===== config.mk =====
export PLATFORM = sky130hd
export DESIGN_NAME = spi_word_master
export DESIGN_NICKNAME = d
export VERILOG_FILES = /design/src/rtl/spiw_pkg.sv /design/src/rtl/spiw_fifo.sv /design/src/rtl/spiw_tick.sv /design/src/rtl/spiw_shifter.sv /design/src/rtl/spi_word_master.sv
export SDC_FILE = /design/constraint.sdc
export NUM_CORES = 1
export LEC_CHECK = 0
export CELL_PAD_IN_SITES_DETAIL_PLACEMENT = 1
export CELL_PAD_IN_SITES_GLOBAL_PLACEMENT = 1
export CORE_ASPECT_RATIO = 0.8
export CORE_MARGIN = 2
export CORE_UTILIZATION = 51
export DETAILED_ROUTE_END_ITERATION = 8
export PLACE_DENSITY_LB_ADDON = 0.2
export SYNTH_ARGS = -nofsm -noshare
export SYNTH_HDL_FRONTEND = slang
export SYNTH_HIERARCHICAL = 1
export SYNTH_SLANG_ARGS = --single-unit

===== constraint.sdc =====
create_clock -name clk -period 9.8 [get_ports clk]
set_clock_uncertainty 0.15 [all_clocks]
set_input_delay 1.47 -clock clk [delete_from_list [all_inputs] [get_ports clk]]
set_output_delay 1.47 -clock clk [all_outputs]
set_load 0.02 [all_outputs]

===== src/rtl/spiw_pkg.sv =====
// Shared types for the SPI word engine.
package spiw_pkg;
    // Engine phase: waiting for data, shifting a word, or timing the inter-word gap.
    typedef enum logic [1:0] {
        ST_IDLE  = 2'd0,
        ST_SHIFT = 2'd1,
        ST_GAP   = 2'd2
    } spiw_state_e;
endpackage


===== src/rtl/spiw_fifo.sv =====
// Transmit word queue.
// Assumes: a push while full is dropped, even when a pop happens in the same cycle;
// a pop while empty is ignored. The read data shows the oldest entry.
module spiw_fifo #(
    parameter int W     = 32,
    parameter int DEPTH = 4
) (
    input  logic         clk,
    input  logic         rst_n,
    input  logic         push,
    input  logic [W-1:0] wdata,
    input  logic         pop,
    output logic [W-1:0] rdata,
    output logic         full,
    output logic         empty
);
    localparam int AW = $clog2(DEPTH);
    localparam int CW = AW + 1;

    logic [W-1:0]  mem [DEPTH];
    logic [AW-1:0] wr_ptr, rd_ptr;
    logic [CW-1:0] count;
    logic          push_ok, pop_ok;

    // Accept only legal operations.
    always_comb begin
        full    = (count == CW'(DEPTH));
        empty   = (count == '0);
        push_ok = push && !full;
        pop_ok  = pop && !empty;
        rdata   = mem[rd_ptr];
    end

    // Storage write.
    always_ff @(posedge clk) begin
        if (push_ok) mem[wr_ptr] <= wdata;
    end

    // Pointer and occupancy update.
    always_ff @(posedge clk) begin
        if (!rst_n) begin
            wr_ptr <= '0;
            rd_ptr <= '0;
            count  <= '0;
        end else begin
            if (push_ok) wr_ptr <= (wr_ptr == AW'(DEPTH - 1)) ? '0 : wr_ptr + AW'(1);
            if (pop_ok)  rd_ptr <= (rd_ptr == AW'(DEPTH - 1)) ? '0 : rd_ptr + AW'(1);
            count <= count + CW'(push_ok) - CW'(pop_ok);
        end
    end

    AST_NO_OVERFLOW: assert property (@(posedge clk) disable iff (!rst_n)
        (full && push && !pop) |=> full) else $error("queue overflow");
    AST_FLAGS_EXCL: assert property (@(posedge clk) disable iff (!rst_n)
        !(full && empty)) else $error("full and empty together");
    AST_NO_UNDERFLOW: assert property (@(posedge clk) disable iff (!rst_n)
        (empty && !push) |=> empty) else $error("queue underflow");
endmodule


===== src/rtl/spiw_tick.sv =====
// Half-period tick generator for the serial clock.
// Assumes: div is held constant while en is high. Emits one pulse every div+1 cycles,
// and the count restarts whenever en is low.
module spiw_tick #(
    parameter int DIV_W = 8
) (
    input  logic             clk,
    input  logic             rst_n,
    input  logic             en,
    input  logic [DIV_W-1:0] div,
    output logic             tick
);
    logic [DIV_W-1:0] cnt;

    // Pulse on the terminal count.
    always_comb tick = en && (cnt == div);

    // Divider counter.
    always_ff @(posedge clk) begin
        if (!rst_n || !en) cnt <= '0;
        else if (cnt == div) cnt <= '0;
        else cnt <= cnt + DIV_W'(1);
    end

    AST_TICK_SPACING: assert property (@(posedge clk) disable iff (!rst_n)
        (tick && div != '0) |=> !tick) else $error("tick too close");
endmodule


===== src/rtl/spiw_shifter.sv =====
// Word shifter and sequencer: loads words from the queue, toggles the clock phase on
// each tick, launches and samples bits on the configured edges, times the inter-word gap
// and drives the slave select.
// Assumes: DATA_W is a power of two; tx and rx edge selects differ; configuration is
// held stable while busy.
module spiw_shifter
    import spiw_pkg::*;
#(
    parameter int DATA_W = 32,
    parameter int GAP_W  = 4
) (
    input  logic                      clk,
    input  logic                      rst_n,
    input  logic                      tick,
    input  logic                      cfg_cpol,
    input  logic                      cfg_tx_fall,
    input  logic                      cfg_rx_fall,
    input  logic                      cfg_lsb_first,
    input  logic [$clog2(DATA_W)-1:0] cfg_wlen,
    input  logic [GAP_W-1:0]          cfg_gap,
    input  logic                      cfg_auto_ss,
    input  logic                      cfg_ss_on,
    input  logic                      fifo_empty,
    input  logic [DATA_W-1:0]         fifo_rdata,
    output logic                      fifo_pop,
    output logic                      busy,
    input  logic                      done_clr,
    output logic [DATA_W-1:0]         rx_data,
    output logic                      unit_done,
    output logic                      sclk,
    output logic                      mosi,
    input  logic                      miso,
    output logic                      ss_n
);
    localparam int LW = $clog2(DATA_W);
    localparam int KW = LW + 1;
    localparam int GW = GAP_W + 1;

    spiw_state_e       state;
    logic              lvl;
    logic [KW-1:0]     k, last_k;
    logic [DATA_W-1:0] sr, sr_shifted, rx_sr, rx_next;
    logic [LW-1:0]     rcnt, msb_pos, rx_pos;
    logic [GW-1:0]     gcnt, gap_end;
    logic              edge_now, rising, is_tx, is_rx, do_shift;
    logic              word_end, gap_done, gap_short, load;

    // Decode the current edge and the next actions.
    always_comb begin
        msb_pos    = cfg_wlen - LW'(1);
        last_k     = {msb_pos, 1'b1};
        gap_end    = {cfg_gap, 1'b0} - GW'(1);
        gap_short  = (cfg_gap < GAP_W'(3));
        edge_now   = (state == ST_SHIFT) && tick;
        rising     = cfg_cpol ^ ~lvl;
        is_tx      = edge_now && (rising ^ cfg_tx_fall);
        is_rx      = edge_now && (rising ^ cfg_rx_fall);
        word_end   = edge_now && (k == last_k);
        do_shift   = is_tx && (k != '0) && !word_end;
        gap_done   = (state == ST_GAP) && tick && (gcnt == gap_end);
        load       = !fifo_empty && ((state == ST_IDLE) || (word_end && cfg_gap == '0) || gap_done);
        sr_shifted = cfg_lsb_first ? (sr >> 1) : (sr << 1);
        rx_pos     = cfg_lsb_first ? rcnt : (msb_pos - rcnt);
        rx_next    = rx_sr;
        if (is_rx) rx_next[rx_pos] = miso;
    end

    // Sequencer, clock phase and shift registers.
    always_ff @(posedge clk) begin
        if (!rst_n) begin
            state <= ST_IDLE;
            lvl   <= 1'b0;
            k     <= '0;
            sr    <= '0;
            rx_sr <= '0;
            rcnt  <= '0;
            gcnt  <= '0;
        end else if (load) begin
            state <= ST_SHIFT;
            lvl   <= 1'b0;
            k     <= '0;
            sr    <= fifo_rdata;
            rx_sr <= '0;
            rcnt  <= '0;
            gcnt  <= '0;
        end else begin
            case (state)
                ST_SHIFT: begin
                    if (edge_now) begin
                        lvl   <= ~lvl;
                        k     <= k + KW'(1);
                        rx_sr <= rx_next;
                        if (is_rx) rcnt <= rcnt + LW'(1);
                        if (do_shift) sr <= sr_shifted;
                        if (word_end) begin
                            state <= (cfg_gap == '0) ? ST_IDLE : ST_GAP;
                            gcnt  <= '0;
                        end
                    end
                end
                ST_GAP: begin
                    if (tick) begin
                        gcnt <= gcnt + GW'(1);
                        if (gcnt == gap_end) state <= ST_IDLE;
                    end
                end
                default: ;
            endcase
        end
    end

    // Received word and sticky done flag.
    always_ff @(posedge clk) begin
        if (!rst_n) begin
            rx_data   <= '0;
            unit_done <= 1'b0;
        end else begin
            if (word_end) rx_data <= rx_next;
            if (word_end) unit_done <= 1'b1;
            else if (done_clr) unit_done <= 1'b0;
        end
    end

    // Serial pins and handshake to the queue and divider.
    always_comb begin
        sclk     = cfg_cpol ^ lvl;
        mosi     = (state == ST_IDLE) ? 1'b0 : (cfg_lsb_first ? sr[0] : sr[msb_pos]);
        ss_n     = cfg_auto_ss ? !((state == ST_SHIFT) || ((state == ST_GAP) && gap_short))
                               : !cfg_ss_on;
        busy     = (state != ST_IDLE);
        fifo_pop = load;
    end

    AST_IDLE_LEVEL: assert property (@(posedge clk) disable iff (!rst_n)
        (state == ST_IDLE) |-> (sclk == cfg_cpol)) else $error("idle clock level");
    AST_MOSI_HOLD: assert property (@(posedge clk) disable iff (!rst_n)
        (state == ST_SHIFT && $past(state == ST_SHIFT) && !$past(is_tx) && !$past(load))
        |-> $stable(mosi)) else $error("mosi moved off the transmit edge");
    AST_EDGE_BOUND: assert property (@(posedge clk) disable iff (!rst_n)
        (state == ST_SHIFT) |-> (k <= last_k)) else $error("edge count overrun");
    AST_SCLK_ON_TICK: assert property (@(posedge clk) disable iff (!rst_n)
        (!$past(tick) && $stable(cfg_cpol)) |-> $stable(sclk)) else $error("clock moved without tick");
    AST_DONE_HOLD: assert property (@(posedge clk) disable iff (!rst_n)
        (unit_done && !done_clr) |=> unit_done) else $error("done flag dropped");
    AST_SS_START: assert property (@(posedge clk) disable iff (!rst_n)
        (cfg_auto_ss && $stable(cfg_auto_ss) && $fell(ss_n)) |-> (state == ST_SHIFT && k == '0))
        else $error("select asserted outside word start");
endmodule


===== src/rtl/spi_word_master.sv =====
// SPI master word engine top: queue, divider and shifter.
// Assumes: configuration inputs change only while the engine is idle and the queue empty.
module spi_word_master #(
    parameter int DATA_W     = 32,
    parameter int FIFO_DEPTH = 4,
    parameter int DIV_W      = 8,
    parameter int GAP_W      = 4,
    localparam int LW        = $clog2(DATA_W)
) (
    input  logic              clk,
    input  logic              rst_n,
    input  logic              cfg_cpol,
    input  logic              cfg_tx_fall,
    input  logic              cfg_rx_fall,
    input  logic              cfg_lsb_first,
    input  logic [LW-1:0]     cfg_wlen,
    input  logic [GAP_W-1:0]  cfg_gap,
    input  logic [DIV_W-1:0]  cfg_div,
    input  logic              cfg_auto_ss,
    input  logic              cfg_ss_on,
    input  logic              tx_push,
    input  logic [DATA_W-1:0] tx_data,
    output logic              tx_full,
    output logic              tx_empty,
    output logic [DATA_W-1:0] rx_data,
    output logic              unit_done,
    input  logic              done_clr,
    output logic              sclk,
    output logic              mosi,
    input  logic              miso,
    output logic              ss_n
);
    logic              pop, busy, tick;
    logic [DATA_W-1:0] head;

    spiw_fifo #(.W(DATA_W), .DEPTH(FIFO_DEPTH)) u_fifo (
        .clk(clk), .rst_n(rst_n), .push(tx_push), .wdata(tx_data), .pop(pop),
        .rdata(head), .full(tx_full), .empty(tx_empty)
    );

    spiw_tick #(.DIV_W(DIV_W)) u_tick (
        .clk(clk), .rst_n(rst_n), .en(busy), .div(cfg_div), .tick(tick)
    );

    spiw_shifter #(.DATA_W(DATA_W), .GAP_W(GAP_W)) u_shift (
        .clk(clk), .rst_n(rst_n), .tick(tick),
        .cfg_cpol(cfg_cpol), .cfg_tx_fall(cfg_tx_fall), .cfg_rx_fall(cfg_rx_fall),
        .cfg_lsb_first(cfg_lsb_first), .cfg_wlen(cfg_wlen), .cfg_gap(cfg_gap),
        .cfg_auto_ss(cfg_auto_ss), .cfg_ss_on(cfg_ss_on),
        .fifo_empty(tx_empty), .fifo_rdata(head), .fifo_pop(pop), .busy(busy),
        .done_clr(done_clr), .rx_data(rx_data), .unit_done(unit_done),
        .sclk(sclk), .mosi(mosi), .miso(miso), .ss_n(ss_n)
    );
endmodule


Word-level counts from Yosys, hierarchy flattened. Memories as Yosys holds them, arrays and structs flattened. A register that Yosys moved wholly into a read port is not among the register bits. Index checks and enable logic that the tools add are counted.

Bits in registers: 131. Bits in latches: 0. RAM bits: 128. Memory bits (read-only): 0. Bits of input ports: 60. Output and inout bits: 38. Word-level logic and storage cells: 131. Memories kept: 1.

Memory list: u_fifo.mem (depth 4, bits a word 32, rd ports 1, clocked after Yosys merged registers in 1, write ports 1, RTL line spiw_fifo.sv:20) `logic [W-1:0] mem [DEPTH];`.

$add $sub $neg: 11. Multiply operators: 0. Div/mod/pow operators: 0. Magnitude comparators: 4. Eq/ne operators: 16. Shift-type cells: 0. Muxes and demuxes: 34. Bitwise logic cells: 6. Reduce and logical (&&, ||, !) cells: 45.

Operators by type and width (count): 32-bit two-way mux (6); 32-bit bitwise mux (1); 5-bit two-way mux (4); 2-bit two-way mux (9); 1-bit logical AND (15); 5-bit by 6-bit < comparator with 1-bit output, second input constant (2); 3-bit by 2-bit inequality test with 1-bit output, second input constant (4); 2-bit nonzero test (6); 5-bit by 1-bit adder with 5-bit output, second input constant (2); 1-bit two-way mux (10); 5-bit one-hot mux with 2 select lines (1); 5-bit AND reduction (2); 5-bit by 1-bit subtractor with 5-bit output, second input constant (2); 8-bit by 1-bit adder with 8-bit output, second input constant (1); 8-bit == test (1); 2-bit by 1-bit inequality test with 1-bit output, second input constant (4); 1-bit zero test (7); 6-bit by 1-bit adder with 6-bit output, second input constant (1); 2-bit == test, second input constant (3); 6-bit == test (1); 3-bit AND reduction (2); 6-bit nonzero test (1); 1-bit binary-select mux with 5-bit select (1); 1-bit demux with 5-bit select (1); 20 further kinds (29).

Longest topological paths before layout.
Depth in word-level cells: 11. Gate-level depth with buffers: 21. Mapped depth without buffers: 18.

Cells and area by module. The synthesis kept the hierarchy.

Modules (own cells, without submodules): spiw_shifter (instances 1, cells each 695, area an instance 6095.8 µm², seq. area each 2322.2 µm²); spiw_fifo (instances 1, cells each 220, area an instance 5143.7 µm², seq. area each 4023.9 µm²); spiw_tick (instances 1, cells each 45, area an instance 466.7 µm², seq. area each 160.2 µm²).

Least setup slack after synthesis. OpenSTA, ideal clock, no wires.

Path type: input to register. From: in cfg_div[5]. To: reg u_fifo.count[2]. Setup time: 115 ps. Arrival time: 5007 ps. Required time: 9535 ps. Slack: 4528 ps. Cell stages on the path: 21. Path buffers: 3. Path through: xor2_1 nor4_4 and3_1 and3b_1 buf_4 nand4_2 nor4b_4 a221oi_1 or2_1 buf_6 clkinv_2 buf_6 o31ai_1 inv_1 ha_1 inv_1 ha_1 fa_1 xnor2_1 xnor2_1 and2_1.

Longest elaborated chain between the ends: 10. Elaborated cells between the ends (all ways): 12. Classes of those cells: 1 x add/sub; 1 x eq/ne; 10 x reduce/logical.

Ends and longest elaborated chain: start: declaration (RTL line spi_word_master.sv:18) `input logic [DIV_W-1:0] cfg_div,`; 8-bit == test (*) (RTL line spiw_tick.sv:16) `always_comb tick = en && (cnt == div);`; 1-bit logical AND (*) (RTL line spiw_tick.sv:16); via tick (RTL line spi_word_master.sv:33) `logic pop, busy, tick;`; 1-bit logical AND (RTL line spiw_shifter.sv:54) `edge_now = (state == ST_SHIFT) && tick;`; 1-bit logical AND (RTL line spiw_shifter.sv:58) `word_end = edge_now && (k == last_k);`; 1-bit logical AND (RTL line spiw_shifter.sv:61) `load = !fifo_empty && ((state == ST_IDLE) || (word_end && cfg_gap == '0) || gap_done);`; 1-bit logical OR (RTL line spiw_shifter.sv:61); 1-bit logical OR (*) (RTL line spiw_shifter.sv:61); 1-bit logical AND (*) (RTL line spiw_shifter.sv:61); via pop (RTL line spi_word_master.sv:33); 1-bit logical AND (*) (RTL line spiw_fifo.sv:30) `pop_ok = pop && !empty;`; 3-bit by 1-bit subtractor with 3-bit output (*) (RTL line spiw_fifo.sv:48) `count <= count + CW'(push_ok) - CW'(pop_ok);`; end signal: assignment (RTL line spiw_fifo.sv:48); end: declaration (RTL line spiw_fifo.sv:22) `logic [CW-1:0] count;`.

The timed path passes the listed nets; every way through them passes the cells marked *. A chain may end at the register's enable or synchronous reset.

Worst setup path after layout.
From: in cfg_wlen[0]. To: reg u_fifo.count[2].

Longest elaborated chain between the ends: 9.

Ends and longest elaborated chain: start: declaration (RTL line spi_word_master.sv:16) `input logic [LW-1:0] cfg_wlen,`; 5-bit by 1-bit subtractor with 5-bit output (RTL line spiw_shifter.sv:50) `msb_pos = cfg_wlen - LW'(1);`; 6-bit == test (RTL line spiw_shifter.sv:58); 1-bit logical AND (RTL line spiw_shifter.sv:58); 1-bit logical AND (RTL line spiw_shifter.sv:61); 1-bit logical OR (2 in a row) (RTL line spiw_shifter.sv:61); 1-bit logical AND (RTL line spiw_shifter.sv:61); via pop (RTL line spi_word_master.sv:33); 1-bit logical AND (RTL line spiw_fifo.sv:30); 3-bit by 1-bit subtractor with 3-bit output (RTL line spiw_fifo.sv:48).

The timed path passes the listed nets, and every way through them passes these cells.

==> Implementation_results.wiki <==
{| class="wikitable"
! Metric !! Value
|-
| Cts hold-fix bufs || 0
|-
| Root buf cell || sky130_fd_sc_hd__clkbuf_16
|-
| Result of the run || finished clean
|-
| Seq/Total Area, Yosys || 0.556
|-
| First-pass GRT wire length || 44300 um
|-
| Share of the synthesized area in the top cell type || 0.328
|-
| MaxCap Viol Count || 0
|-
| Post-route minimum period || 6.75 ns
|-
| EDFF count, synth || 128
|-
| Setup slack after layout || 3.05 ns
|-
| Pre-CTS setup slack || 2.37 ns
|-
| Top FF cell, synth || sky130_fd_sc_hd__dfxtp_1
|-
| I/O pin cnt || 98
|-
| Most area-consuming cells after synthesis || sky130_fd_sc_hd__edfxtp_1 (33%), sky130_fd_sc_hd__dfxtp_1 (23%), sky130_fd_sc_hd__mux4_2 (7.3%)
|-
| Share of the clock period used by the worst path after layout || 0.689
|-
| Final hold violations || 0
|-
| Routed Antenna Nets || 0
|-
| Endpoint class of the critical path || register
|-
| Initial core utilization || 0.520
|-
| Final estimated routing congestion in global placement || 0.792
|-
| Vias in the first global route || 8288
|-
| GRT Overall Usage || 0.226
|-
| RSZ-0062 raised after global routing || false
|-
| Detailed Route Iter0 Violations || 452
|-
| Via density || 5.70
|-
| Max-slew violation count || 0
|-
| Final routed wire length divided by cell count || 19.4 um
|-
| Slew margin rel. || 0.508
|-
| Synth Area in Compound Gates || 0.104
|-
| I/O Buffers || 97
|-
| First-pass DRT Iterations || 5
|-
| Fraction of the mapped netlist area in simple logic gates || 0.106
|-
| Total Routed Length || 26600 um
|-
| Deepest clock path buffer count || 3
|-
| Dominant combinational cell family by area after synthesis || multiplexers
|-
| Remaining global-route overflow || 0
|-
| Number of instances in the synthesized netlist || 960
|-
| Slew at the pin closest to its max-slew limit || 0.738 ns
|-
| Area of the core || 22500 sq um
|-
| Height of the die || 140 um
|-
| Post-Synthesis Mean Instance Area || 12.2 sq um
|-
| Summed instance area of the synthesized netlist || 11700 sq um
|-
| Busiest grt layer || met2
|-
| Arithmetic-cell share of the synthesized area counting full adders, half adders and majority gates || 0.0237
|-
| Power density over the cells || 220 nW/um^2
|-
| Via total after detailed routing || 7802
|-
| CTS tree || done
|-
| Library cell with the highest instance count after synthesis || sky130_fd_sc_hd__dfxtp_1
|-
| Yosys cell types || 63
|-
| Maximum VDD drop || 141 uV
|-
| Proportion of layout cells with a drive suffix above 1 || 0.114
|-
| Buffers inserted by post-CTS timing repair || 0
|-
| Startpoint types || input pin
|-
| Number of design rule violations left after detail routing || 0
|-
| Detailed-placement wirelength estimate || 17200 um
|-
| Antenna violations before repair || 1
|-
| Post-synthesis share of cell area spent on xor and xnor gates || 0.0355
|-
| Routing usage on met1 || 0.323
|-
| Worst skew pair latency || 0.52 ns
|-
| Grt met3 use || 0.0363
|-
| Final count of negative-setup-slack endpoints || 0
|-
| CTS buffer count || 26
|-
| Multiplexer share of the synthesized area || 0.136
|-
| Max Fanout on Critical Path || 76
|-
| Yosys synthesis warning count || 6
|-
| Critical Path RT || 10.07 ns
|-
| H-tree levels || 1
|-
| Number of gates given a new drive strength after cts || 0
|-
| Post-layout net count || 1122
|-
| Total clock sinks || 261
|-
| Final core utilization || 0.606
|-
| Seq cells post-synth || 261
|-
| CTS clock-pin slew for the worst setup and hold paths || 0.06 ns
|-
| Cell type with the largest total area after synthesis || sky130_fd_sc_hd__edfxtp_1
|-
| Total Die Area || 24200 sq um
|-
| Die outline width || 173 um
|-
| Maximum number of pins on one net before global-route repair || 77
|-
| Total Negative Setup Slacks || 0 ns
|-
| Number of placement rows || 49
|-
| Classification of the worst setup path || input pin to register
|-
| Synthesized Nets || 1041
|-
| Top cells by count, synth || sky130_fd_sc_hd__dfxtp_1 (133), sky130_fd_sc_hd__edfxtp_1 (128), sky130_fd_sc_hd__nand2_1 (87)
|-
| GRT met2 Usage || 0.365
|-
| Max Clk Rate || 0.148 GHz
|-
| Worst hold path type || register to register
|-
| CP arrival || 7.02 ns
|-
| Share of synthesized flip-flops with an asynchronous set or reset || 0
|-
| Pleak || 4.71 nW
|-
| Area growth syn-to-layout || 16.5%
|}
state kept, by name (all words and copies together), names as in the netlist, 3 cells and up, named ones only:
signal / count
u_shift/gcnt: 5
u_fifo/mem: 128
u_fifo/count: 3
u_shift/rcnt: 5
u_shift/sr: 32
u_shift/rx_data: 32
u_shift/k: 6
u_tick/cnt: 8
u_shift/rx_sr: 32
placed cells by master, fill, tap and decap left out, types with 9 or more instances in the layout:
cell and n:
sky130_fd_sc_hd__buf_4 15, sky130_fd_sc_hd__nand2_1 87, sky130_fd_sc_hd__nor3_1 9, sky130_fd_sc_hd__inv_1 24, sky130_fd_sc_hd__clkdlybuf4s50_1 96, sky130_fd_sc_hd__nor2_1 68
sky130_fd_sc_hd__a211oi_2 10, sky130_fd_sc_hd__nand4_1 14, sky130_fd_sc_hd__ha_1 19, sky130_fd_sc_hd__xor2_1 23, sky130_fd_sc_hd__a211oi_1 12, sky130_fd_sc_hd__o21ai_0 36
sky130_fd_sc_hd__mux4_2 38, sky130_fd_sc_hd__dfxtp_1 132, sky130_fd_sc_hd__clkbuf_16 27, sky130_fd_sc_hd__nand3_1 18, sky130_fd_sc_hd__o211ai_1 31, sky130_fd_sc_hd__edfxtp_1 128
sky130_fd_sc_hd__xnor2_1 18, sky130_fd_sc_hd__mux2i_1 67, sky130_fd_sc_hd__a21oi_1 73, sky130_fd_sc_hd__and2_1 10, sky130_fd_sc_hd__nor2b_1 10
final cells by class:
cell class,count,area [sq um]
diodes,1,2.50
repair buffers,112,1080
flip-flops and latches,261,6510
inverters,27,103
well taps,306,383
clock buffers,39,756
fillers,2279,8860
multi-input cells,613,4740
clock inverters,9,66.3
path summary, 6_finish.rpt:
check,startpoint,endpoint,slack (ns),depth (start not counted)
max,cfg_wlen[0],u_fifo/count[2],3.05,20
min,u_shift/rx_sr[30],u_shift/rx_data[30],0.34,2
max reg2reg,u_tick/cnt[0],u_fifo/count[2],4.14,20
min reg2reg,u_shift/rx_sr[30],u_shift/rx_data[30],0.34,2
through the flow:
stage / power, mW / instances / hold slack (ns) / cell area [sq um]
6_report: 3.01 / 1368 / 0.342 / 13600
5_1_grt: 3.16 / 1368 / 0.361 / 13600
4_1_cts: 3.03 / 1367 / 0.341 / 13600
3_5_place_dp: 2.07 / 1319 / 0.330 / 12800
3_3_place_gp: 2.04 / 1319 / 0.323 / 12800
2_1_floorplan: 1.91 / 960 / 0.296 / 11700
per-layer routing:
layer,up-vias,part of all wire
li1,3720,-
met1,3906,0.48
met2,142,0.47
met3,34,0.037
met4,0,0.018
met5,-,0
report_power, final:
| part | total (mW) | internal (mW) | leakage (nW) | switching, mW |
|---|---|---|---|---|
| clock network | 0.959 | 0.557 | 0.410 | 0.402 |
| registers | 1.36 | 1.27 | 2.25 | 0.0893 |
| logic | 0.684 | 0.295 | 2.05 | 0.389 |
| total | 3.01 | 2.12 | 4.71 | 0.880 |
critical path, stage by stage:
cell                              delay, ns
sky130_fd_sc_hd__clkdlybuf4s50_1       0.93
sky130_fd_sc_hd__inv_1                 0.11
sky130_fd_sc_hd__ha_1                  0.66
sky130_fd_sc_hd__xor2_1                0.23
sky130_fd_sc_hd__nand4_2               0.15
sky130_fd_sc_hd__nor4b_4               0.27
sky130_fd_sc_hd__buf_4                 0.59
sky130_fd_sc_hd__a221oi_1              0.16
sky130_fd_sc_hd__or2_1                 0.24
sky130_fd_sc_hd__buf_4                 0.25
sky130_fd_sc_hd__clkinv_2              0.39
sky130_fd_sc_hd__o31ai_1               0.24
sky130_fd_sc_hd__inv_1                 0.11
sky130_fd_sc_hd__ha_1                  0.13
sky130_fd_sc_hd__inv_1                 0.04
sky130_fd_sc_hd__ha_1                  0.18
sky130_fd_sc_hd__fa_1                  0.38
sky130_fd_sc_hd__xnor2_1               0.15
sky130_fd_sc_hd__xnor2_1               0.12
sky130_fd_sc_hd__and2_1                0.15
cell families after synthesis:
kind of cell	after synthesis
flip-flops	261
AND/OR/NAND/NOR	250
AO/OA/AOI/OAI	190
multiplexers	108
buffers and inverters	86
XOR/XNOR	44
adder cells (fa/ha/maj)	21
(Power assumes the default switching activity.)
